File: src/rtl/cmt_pkg.sv
package cmt_pkg;
  localparam int CNT_W  = 16;
  localparam int NCMP   = 4;
  localparam int FLAG_W = 6;
  localparam int WIN_W  = 4;

  localparam logic [3:0] OFF_CTRL  = 4'd0;
  localparam logic [3:0] OFF_MODE  = 4'd1;
  localparam logic [3:0] OFF_PINS  = 4'd2;
  localparam logic [3:0] OFF_IEN   = 4'd4;
  localparam logic [3:0] OFF_STAT  = 4'd5;
  localparam logic [3:0] OFF_CNT_H = 4'd6;
  localparam logic [3:0] OFF_CNT_L = 4'd7;
  localparam logic [3:0] OFF_CMP   = 4'd8;

  typedef struct packed {
    logic [2:0] clr_src;
    logic [1:0] edge_mode;
    logic [2:0] rate;
  } ctrl_t;

  function automatic logic clear_hit(input logic [2:0] src, input logic [NCMP-1:0] hit);
    case (src)
      3'd1:    clear_hit = hit[0];
      3'd2:    clear_hit = hit[1];
      3'd5:    clear_hit = hit[2];
      3'd6:    clear_hit = hit[3];
      default: clear_hit = 1'b0;
    endcase
  endfunction
endpackage

File: src/rtl/cmt_prescaler.sv
module cmt_prescaler #(
  parameter int DIV_W = 6
) (
  input  logic       clk,
  input  logic       rst,
  input  logic       run,
  input  logic [2:0] rate,
  output logic       tick
);
  localparam int NSTAGE = 4;

  logic [DIV_W-1:0]  div_q;
  logic [NSTAGE-1:0] stage;

  always_ff @(posedge clk) begin
    if (rst || !run) div_q <= '0;
    else             div_q <= div_q + 1'b1;
  end

  for (genvar k = 0; k < NSTAGE; k++) begin : g_stage
    if (k == 0) begin : g_every
      assign stage[k] = 1'b1;
    end else begin : g_div
      assign stage[k] = &div_q[2*k-1:0];
    end
  end

  assign tick = run && !rate[2] && stage[rate[1:0]];
endmodule

File: src/rtl/cmt_pin_action.sv
module cmt_pin_action (
  input  logic       clk,
  input  logic       rst,
  input  logic       load,
  input  logic [3:0] new_code,
  input  logic       hit,
  output logic [3:0] code,
  output logic       pin
);
  logic [3:0] code_q;
  logic       pin_q;

  function automatic logic active(input logic [3:0] c);
    active = !c[3] && (c[1:0] != 2'd0);
  endfunction

  always_ff @(posedge clk) begin
    if (rst) begin
      code_q <= '0;
      pin_q  <= 1'b0;
    end else if (load) begin
      code_q <= new_code;
      if (active(new_code)) pin_q <= new_code[2];
    end else if (hit && active(code_q)) begin
      case (code_q[1:0])
        2'd1:    pin_q <= 1'b0;
        2'd2:    pin_q <= 1'b1;
        default: pin_q <= ~pin_q;
      endcase
    end
  end

  assign code = code_q;
  assign pin  = pin_q;
endmodule

File: src/rtl/cmt_channel.sv
module cmt_channel
  import cmt_pkg::*;
#(
  parameter int DIV_W = 6
) (
  input  logic              clk,
  input  logic              rst,
  input  logic              run,
  input  logic              wr,
  input  logic              rd,
  input  logic [WIN_W-1:0]  off,
  input  logic [7:0]        wdata,
  output logic [7:0]        rbyte,
  output logic              irq,
  output logic [1:0]        pins,
  output logic [CNT_W-1:0]  cnt_o,
  output logic [2:0]        rate_o,
  output logic [FLAG_W-1:0] stat_o
);
  ctrl_t                           ctrl_q;
  logic [3:0]                      mode_q;
  logic [FLAG_W-1:0]               ien_q, stat_q, arm_q;
  logic [FLAG_W-1:0]               set_v, clr_v;
  logic [CNT_W-1:0]                cnt_q;
  logic [NCMP-1:0][CNT_W-1:0]      cmp_q;
  logic [NCMP-1:0]                 hit;
  logic                            tick, wrap_clr, ovf, irq_q;
  logic [7:0]                      pin_codes;
  logic                            stat_wr, stat_rd;

  cmt_prescaler #(.DIV_W(DIV_W)) u_psc (
    .clk  (clk),
    .rst  (rst),
    .run  (run),
    .rate (ctrl_q.rate),
    .tick (tick)
  );

  always_ff @(posedge clk) begin
    if (rst) begin
      ctrl_q <= '0;
      mode_q <= '0;
      ien_q  <= '0;
    end else if (wr) begin
      case (off)
        OFF_CTRL: ctrl_q <= ctrl_t'(wdata);
        OFF_MODE: mode_q <= wdata[3:0];
        OFF_IEN:  ien_q  <= wdata[FLAG_W-1:0];
        default: ;
      endcase
    end
  end

  always_ff @(posedge clk) begin
    if (rst) begin
      cmp_q <= '0;
    end else if (wr && off[3]) begin
      for (int k = 0; k < NCMP; k++) begin
        if (off[2:1] == 2'(k)) begin
          if (off[0]) cmp_q[k][7:0]       <= wdata;
          else        cmp_q[k][CNT_W-1:8] <= wdata;
        end
      end
    end
  end

  for (genvar k = 0; k < NCMP; k++) begin : g_hit
    assign hit[k] = tick && (cnt_q == cmp_q[k]);
  end

  assign wrap_clr = clear_hit(ctrl_q.clr_src, hit);
  assign ovf      = tick && !wrap_clr && (&cnt_q);

  always_ff @(posedge clk) begin
    if (rst) begin
      cnt_q <= '0;
    end else if (tick) begin
      cnt_q <= wrap_clr ? '0 : cnt_q + 1'b1;
    end else if (wr && !run) begin
      if (off == OFF_CNT_H)      cnt_q[CNT_W-1:8] <= wdata;
      else if (off == OFF_CNT_L) cnt_q[7:0]       <= wdata;
    end
  end

  assign stat_wr = wr && (off == OFF_STAT);
  assign stat_rd = rd && (off == OFF_STAT);
  assign set_v   = {1'b0, ovf, hit};
  assign clr_v   = stat_wr ? (arm_q & ~wdata[FLAG_W-1:0]) : '0;

  always_ff @(posedge clk) begin
    if (rst) begin
      stat_q <= '0;
      arm_q  <= '0;
      irq_q  <= 1'b0;
    end else begin
      stat_q <= (stat_q & ~clr_v) | set_v;
      arm_q  <= (arm_q & ~clr_v) | (stat_rd ? stat_q : '0);
      irq_q  <= |(stat_q & ien_q);
    end
  end

  for (genvar p = 0; p < 2; p++) begin : g_pin
    cmt_pin_action u_pin (
      .clk      (clk),
      .rst      (rst),
      .load     (wr && (off == OFF_PINS)),
      .new_code (wdata[4*p+3:4*p]),
      .hit      (hit[p]),
      .code     (pin_codes[4*p+3:4*p]),
      .pin      (pins[p])
    );
  end

  always_comb begin
    rbyte = '0;
    if (off[3]) begin
      rbyte = off[0] ? cmp_q[off[2:1]][7:0] : cmp_q[off[2:1]][CNT_W-1:8];
    end else begin
      case (off)
        OFF_CTRL:  rbyte = ctrl_q;
        OFF_MODE:  rbyte = {4'b0, mode_q};
        OFF_PINS:  rbyte = pin_codes;
        OFF_IEN:   rbyte = 8'(ien_q);
        OFF_STAT:  rbyte = 8'(stat_q);
        OFF_CNT_H: rbyte = cnt_q[CNT_W-1:8];
        OFF_CNT_L: rbyte = cnt_q[7:0];
        default:   rbyte = '0;
      endcase
    end
  end

  assign irq    = irq_q;
  assign cnt_o  = cnt_q;
  assign rate_o = ctrl_q.rate;
  assign stat_o = stat_q;
endmodule

File: src/rtl/cmt_timer_bank.sv
module cmt_timer_bank
  import cmt_pkg::*;
#(
  parameter int NCH    = 3,
  parameter int ADDR_W = 6,
  parameter int DIV_W  = 6
) (
  input  logic              clk,
  input  logic              rst,
  input  logic              wr_en,
  input  logic              rd_en,
  input  logic [ADDR_W-1:0] addr,
  input  logic [7:0]        wdata,
  output logic [7:0]        rdata,
  output logic [NCH-1:0]    irq,
  output logic [2*NCH-1:0]  cmp_pin
);
  localparam int               SEL_W      = ADDR_W - WIN_W;
  localparam logic [ADDR_W-1:0] START_ADDR = ADDR_W'(NCH << WIN_W);

  logic [NCH-1:0]              run_q;
  logic [NCH-1:0][7:0]         rbyte_v;
  logic [NCH-1:0][CNT_W-1:0]   cnt_vec;
  logic [NCH-1:0][2:0]         rate_vec;
  logic [NCH-1:0][FLAG_W-1:0]  stat_vec;
  logic [7:0]                  rsel, rdata_q;

  always_ff @(posedge clk) begin
    if (rst)                               run_q <= '0;
    else if (wr_en && addr == START_ADDR)  run_q <= wdata[NCH-1:0];
  end

  for (genvar i = 0; i < NCH; i++) begin : g_ch
    logic hit_win;
    assign hit_win = (addr[ADDR_W-1:WIN_W] == SEL_W'(i));

    cmt_channel #(.DIV_W(DIV_W)) u_ch (
      .clk    (clk),
      .rst    (rst),
      .run    (run_q[i]),
      .wr     (wr_en && hit_win),
      .rd     (rd_en && hit_win),
      .off    (addr[WIN_W-1:0]),
      .wdata  (wdata),
      .rbyte  (rbyte_v[i]),
      .irq    (irq[i]),
      .pins   (cmp_pin[2*i+1:2*i]),
      .cnt_o  (cnt_vec[i]),
      .rate_o (rate_vec[i]),
      .stat_o (stat_vec[i])
    );
  end

  always_comb begin
    rsel = '0;
    for (int i = 0; i < NCH; i++) begin
      if (addr[ADDR_W-1:WIN_W] == SEL_W'(i)) rsel = rbyte_v[i];
    end
    if (addr == START_ADDR) rsel = 8'(run_q);
  end

  always_ff @(posedge clk) begin
    if (rst)        rdata_q <= '0;
    else if (rd_en) rdata_q <= rsel;
  end

  assign rdata = rdata_q;
endmodule

File: config.mk
export PLATFORM = sky130hd
export DESIGN_NAME = cmt_timer_bank
export DESIGN_NICKNAME = d
export VERILOG_FILES = /design/src/rtl/cmt_pkg.sv /design/src/rtl/cmt_prescaler.sv /design/src/rtl/cmt_pin_action.sv /design/src/rtl/cmt_channel.sv /design/src/rtl/cmt_timer_bank.sv
export SDC_FILE = /design/constraint.sdc
export NUM_CORES = 1
export LEC_CHECK = 0
export ABC_AREA = 1
export ABC_CLOCK_PERIOD_IN_PS = 4450
export BUFFER_PORTS_ARGS = -buffer_cell sky130_fd_sc_hd__buf_2
export CAP_MARGIN = 20
export CORE_MARGIN = 1.5
export CORE_UTILIZATION = 65
export DETAILED_ROUTE_END_ITERATION = 12
export PLACE_DENSITY_LB_ADDON = 0.05
export SLEW_MARGIN = 10
export SYNTH_ARGS = -nofsm -noshare
export SYNTH_HDL_FRONTEND = slang
export SYNTH_SLANG_ARGS = --single-unit
File: constraint.sdc
create_clock -name clk -period 4.45 [get_ports clk]
set_input_delay 0.6675 -clock clk [delete_from_list [all_inputs] [get_ports clk]]
set_output_delay 0.6675 -clock clk [all_outputs]
set_load 0.1 [all_outputs]
Word-level counts from Yosys, hierarchy flattened
Cells that the tools add are included.
{ "word_totals": {"reg_bits": 392, "inputBits": 18, "out_inout_bits": 17, "elab_cells": 399} }
{ "op_classes": {"addsub": 6, "order_cmp": 4, "eq_ne": 57, "muxes": 66, "bitwise": 29, "n_reduce_logical": 166} }
{ "ops": {"columns": ["cell", "n"], "rows": [
  ["$eq 16x16->1", 12],
  ["$mux 16", 12],
  ["$pmux 8 s7", 3],
  ["$mux 8", 13],
  ["$bmux 16 s2", 3],
  ["$reduce_and 3->1", 27],
  ["$and 6x6->6", 12],
  ["$logic_and 1x1->1", 60],
  ["$add 16x1->16 const B", 3],
  ["$reduce_and 16->1", 3],
  ["$reduce_bool 2->1", 23],
  ["$reduce_and 2->1", 21],
  ["$mux 6", 6],
  ["$not 6->6", 4],
  ["$add 6x1->6 const B", 3],
  ["$eq 2x2->1 const B", 9],
  ["$eq 3x3->1 const B", 6],
  ["$or 6x5->6", 3],
  ["$or 6x6->6", 3],
  ["$reduce_and 6->1", 3],
  ["$reduce_or 6->1", 3],
  ["$logic_not 1->1", 17],
  ["$mux 1", 17],
  ["$eq 2x1->1 const B", 8],
  ["17 further kinds", 54]
]} }

Depth between registers and ports, before layout
{ "logic_depth": {"depth_word": 10, "depth_mapped": 15} }

Hierarchy
From an unflattened synthesis, not the netlist that was laid out.
{ "unflattened": {"cells_unflattened": 3502, "area_unflattened_um2": 23037.1} }
{ "modules_own_cells": {"columns": ["module", "instances", "cells_per_inst", "area_each_um2", "seq_area_each_um2"], "rows": [
  ["cmt_channel", 3, 986, 6540.0, 2222.1],
  ["cmt_pin_action", 6, 49, 300.3, 100.1],
  ["cmt_prescaler", 3, 42, 289.0, 120.1],
  ["cmt_timer_bank", 1, 124, 748.2, 220.2]
]} }

Worst setup path before layout
Ideal clock, no wire load.
{ "synth_timing": {"path_kind": "input-to-reg", "startpoint": "in addr[2]", "endpoint": "reg rdata_q[6], in the netlist rdata[6]", "arrival_time_ps": 1958, "required_time_ps": 4318, "slack_ps": 2360, "cell_stages": 13, "path_cell_list": "buf_4 > nand2_1 > inv_2 > nand2_1 > buf_2 > buf_4 > o22ai_1 > a211oi_1 > nand2_1 > nand2_1 > nand3_1 > nand2_1 > a21oi_1"} }
{ "synth_via": {"elab_chain_len": 8} }
{ "synth_lines": {"columns": ["item", "line", "source"], "rows": [
  ["start: declaration", "cmt_timer_bank.sv:12", "input logic [ADDR_W-1:0] addr,"],
  ["$bmux 16 s2", "cmt_channel.sv:117", "rbyte = off[0] ? cmp_q[off[2:1]][7:0] : cmp_q[off[2:1]][CNT_W-1:8];"],
  ["$mux 16 (not written as such)", "cmt_channel.sv:117", null],
  ["$mux 8", "cmt_channel.sv:117", null],
  ["$mux 8", "cmt_channel.sv:116", "if (off[3]) begin"],
  ["$mux 8 (3 in series)", "cmt_timer_bank.sv:57", "if (addr[ADDR_W-1:WIN_W] == SEL_W'(i)) rsel = rbyte_v[i];"],
  ["$mux 8 *", "cmt_timer_bank.sv:59", "if (addr == START_ADDR) rsel = 8'(run_q);"],
  ["end signal: assignment", "cmt_timer_bank.sv:64", "else if (rd_en) rdata_q <= rsel;"],
  ["end: declaration", "cmt_timer_bank.sv:26", "logic [7:0] rsel, rdata_q;"]
]} }
Every way passes the cells marked *; elsewhere a longest branch is shown, timed or not. The select of a mux whose other input is x is not followed.
A chain may end at the register's enable or synchronous reset.

Worst setup path in the final report
{ "layout_timing": {"startpoint": "in addr[0]", "endpoint": "reg rdata_q[2], in the netlist rdata[2]"} }
{ "layout_via": {"elab_chain_len": 7} }
{ "layout_lines": {"columns": ["item", "line", "source"], "rows": [
  ["$eq 4x3->1, or another cell as far along", "cmt_channel.sv:119", "case (off)"],
  ["$pmux 8 s7", "cmt_channel.sv:119", null],
  ["$mux 8", "cmt_channel.sv:116", null],
  ["$mux 8 (3 in series)", "cmt_timer_bank.sv:57", null],
  ["$mux 8 *", "cmt_timer_bank.sv:59", null]
]} }
Every way passes the cells marked *; elsewhere a longest branch is shown, timed or not.

==> metrics.md <==
| Metric | Value |
|---|---|
| CP endpoint kind | `flop` |
| Min-Delay Path Class | `in -> reg` |
| Overall power | `7.89 mW` |
| Length in cells of the worst reg-to-reg path | `11` |
| Post-CTS setup buffer count | `0` |
| Worst r2r src | `g_ch[2].u_ch.u_psc.div_q[0]` |
| Clock latency on the worst-skew pair | `590 ps` |
| CTS Buf Count | `42` |
| Final period util | `66.1%` |
| Pwr per Cell Area | `353 nW/um2` |
| Setup violations, final | `0` |
| Initial Util | `66.3%` |
| Status | `complete, no violations` |
| Primary FF master, synth | `dfxtp_1` |
| Fin crit period | `2940 ps` |
| Die ar. | `33300 um2` |
| Worst EP required | `4890 ps` |
| FMAX | `0.340 GHz` |
| Critical path fanouts, max | `36` |
| Startpoint types | `input pin` |
| WL final | `73.9 mm` |
| First-pass GRT wire length | `113 mm` |
| Max VDD drop | `0.378 mV` |
| GR Util All Layers | `43.9%` |
| Rows | `65` |
| I/O pin count | `35` |
| Via density | `6.40` |
| Initial DRC Count | `2970` |
| CTS Sinks | `392` |
| Final #Nets | `2926` |
| Cells after Synth | `2989` |
| Hold WS | `421 ps` |
| Via count | `21270` |
| Fillers | `2656` |
| Asr flop ratio synth | `0%` |
| Critical R2R Capture | `g_ch[2].u_ch.g_pin[0].u_pin.pin` |
| Reg2Reg Setup Slack | `1590 ps` |
| Leak Pwr | `8.82 nW` |
| CTS tree | `built` |
| Final slew viol count | `0` |
| Seq/Total Area, Yosys | `37.4%` |
| Dpl hpwl | `50.6 mm` |
| Avg Synthesized Cell Area | `7.01 um2` |
| Grt ovf | `0` |
| Area Overhead vs Synth | `6.58%` |
| Worst-case clock buffer depth | `3` |
| Worst-Margin Slew | `1270 ps` |
| Mapped Nets | `3027` |
| Setup crit end | `rdata[2]` |
| Critical path type | `in -> reg` |
| Netlist cell types | `46` |
| Core area | `31600 um2` |
| Vias in the first global route | `19613` |
| Mapped Area | `21000 um2` |
| # port buffers | `34` |
| Setup TNS | `0 ps` |
| Cts hold-fix bufs | `0` |
| CP Launch Point | `addr[0]` |
| H-tree levels | `2` |
| Die Y | `183 um` |
| Post-Route Skew | `26.6 ps` |
| Pre-antenna DRT Iters | `7` |
| Max-slew headroom | `15.5%` |
| Post-cts resize count | `0` |
| Hold Fails Final Rpt | `0` |
| #FFs+latches synth | `392` |
| Clk slew on worst S/H paths | `60 ps` |
| Initial antenna violation count | `1` |
| Max-cap violations | `0` |
| Ys Warns | `0` |
| Layout cells sized above 1 | `8.08%` |
| Critical Path AT | `3380 ps` |
| Number of synthesized flops with an enable pin | `0` |
| DR DRC count | `0` |
| WL per Instance | `22.3 um` |
| Placer congestion estimate | `1.01` |
| Final ANT Viol Nets | `0` |
| Largest net degree at the start of global routing | `105` |
| RSZ-0062 raised after global routing | `no` |
| Clock root buffer | `clkbuf_16` |
| Die Width | `183 um` |
==> registers in the layout (all words and copies together), names as in the netlist <==
| name | cells |
|---|---|
| g_ch.u_ch.arm_q | 18 |
| g_ch.u_ch.cmp_q | 192 |
| g_ch.u_ch.cnt_o | 48 |
| g_ch.u_ch.ctrl_q | 15 |
| g_ch.u_ch.g_pin.u_pin.code | 24 |
| g_ch.u_ch.g_pin.u_pin.pin | 6 |
| g_ch.u_ch.ien_q | 18 |
| g_ch.u_ch.irq | 3 |
| g_ch.u_ch.mode_q | 12 |
| g_ch.u_ch.rate_o | 9 |
| g_ch.u_ch.stat_o | 18 |
| g_ch.u_ch.u_psc.div_q | 18 |
| rdata | 8 |
| run_q | 3 |
==> worst min-delay path by stage <==
| stage | from | cells after the start | endpoint |
|---|---|---|---|
| 2_1_floorplan | g_ch[0].u_ch.u_psc.div_q[0] | 1 | g_ch[0].u_ch.u_psc.div_q[0] |
| 3_3_place_gp | g_ch[2].u_ch.u_psc.div_q[0] | 1 | g_ch[2].u_ch.u_psc.div_q[0] |
| 3_5_place_dp | g_ch[0].u_ch.u_psc.div_q[0] | 1 | g_ch[0].u_ch.u_psc.div_q[0] |
| 4_1_cts | rd_en | 3 | rdata[6] |
| 5_1_grt | rd_en | 3 | rdata[6] |
| 6_report | rd_en | 3 | rdata[6] |
==> cell type report <==
class	instances	area [um2]	area share [%]
diodes	1	2.50	0.0112
clock buffers	59	1240	5.53
clock inverters	17	191	0.857
inverters	224	851	3.81
multi-input cells	2162	11300	50.5
flip-flops and latches	392	7850	35.1
well taps	402	503	2.25
repair buffers	66	435	1.95
==> metrics by stage <==
step                      cell area (um2)  std cells  util [%]  setup WS [ps]
after floorplan                     21000       2989         -           2360
after global placement              20900       3246      66.1           1110
after detailed placement            20900       3246      66.1           1080
after CTS                           22300       3322      70.6           1670
after global routing                22300       3322      70.6           1370
final                               22300       3323      70.6           1510
==> synthesized netlist by cell type (3+ instances only) <==
cell type    n  area [um2]
a211oi_1     6        45.0
a21oi_1    396        1980
a21oi_2      6        52.6
a221oi_1     3        26.3
a22oi_1      4        30.0
a31oi_1      6        37.5
buf_1        3        11.3
buf_2       95         475
buf_4       22         165
clkbuf_1    90         338
dfxtp_1    392        7850
ha_1        20         250
inv_1      193         724
inv_2       27         101
nand2_1    479        1800
nand3_1    161         806
nand3b_1     6        45.0
nand4_1     61         382
nor2_1     272        1020
nor2_2      16         100
nor2_4      21         236
nor3_1      31         155
nor3_2       4        40.0
nor3b_1      6        45.0
o2111ai_1    5        43.8
o211ai_1    13        97.6
o21a_1       4        30.0
o21ai_0    314        1570
o21ai_1     56         280
o221ai_1     3        26.3
o22ai_1     47         294
or2_2       19         119
xnor2_1    107         937
xor2_1      84         736
==> metal layers <==
metal | vias to the layer above | track usage [%] | part of all wire [%]
li1 | 9776 | - | -
met1 | 9797 | 55.6 | 39
met2 | 1379 | 68.0 | 44
met3 | 318 | 9.32 | 11
met4 | 0 | 28.0 | 6.8
met5 | - | 0 | 0
==> cell families after synthesis <==
group / synth area share [%]
simple gates: 22.8
compound gates: 21.8
buf+inv: 8.78
flops: 37.4
xor+xnor: 7.98
fa+ha+maj: 1.19
==> critical path, cell delays in order <==
cell and delay, ps:
buf_2 690, nor2_1 170, nand2_1 680, inv_2 330
nand2_1 140, nand4_1 100, nor2_1 120, nand2_1 70
nand2_1 110, nand2_1 70, o21ai_1 130, a21oi_1 70
==> power by group <==
part	switching, mW	internal, mW
registers	0.0475	3.54
logic	0.480	0.155
clock network	1.50	2.17
total	2.03	5.86
==> placed cells by master, fill, tap and decap left out, drive strengths merged, types with 35 or more instances in the layout <==
cell type  netlist  routed
a21oi          402     402
nand4           61      61
xnor2          107     107
inv            222     221
nand3          162     162
xor2            84      84
buf            120      66
nor2           309     309
nor3            35      35
clkbuf          91      59
o22ai           47      47
nand2          481     481
o21ai          371     371
dfxtp          392     392
Note: power is estimated with default switching activity, not from simulation.
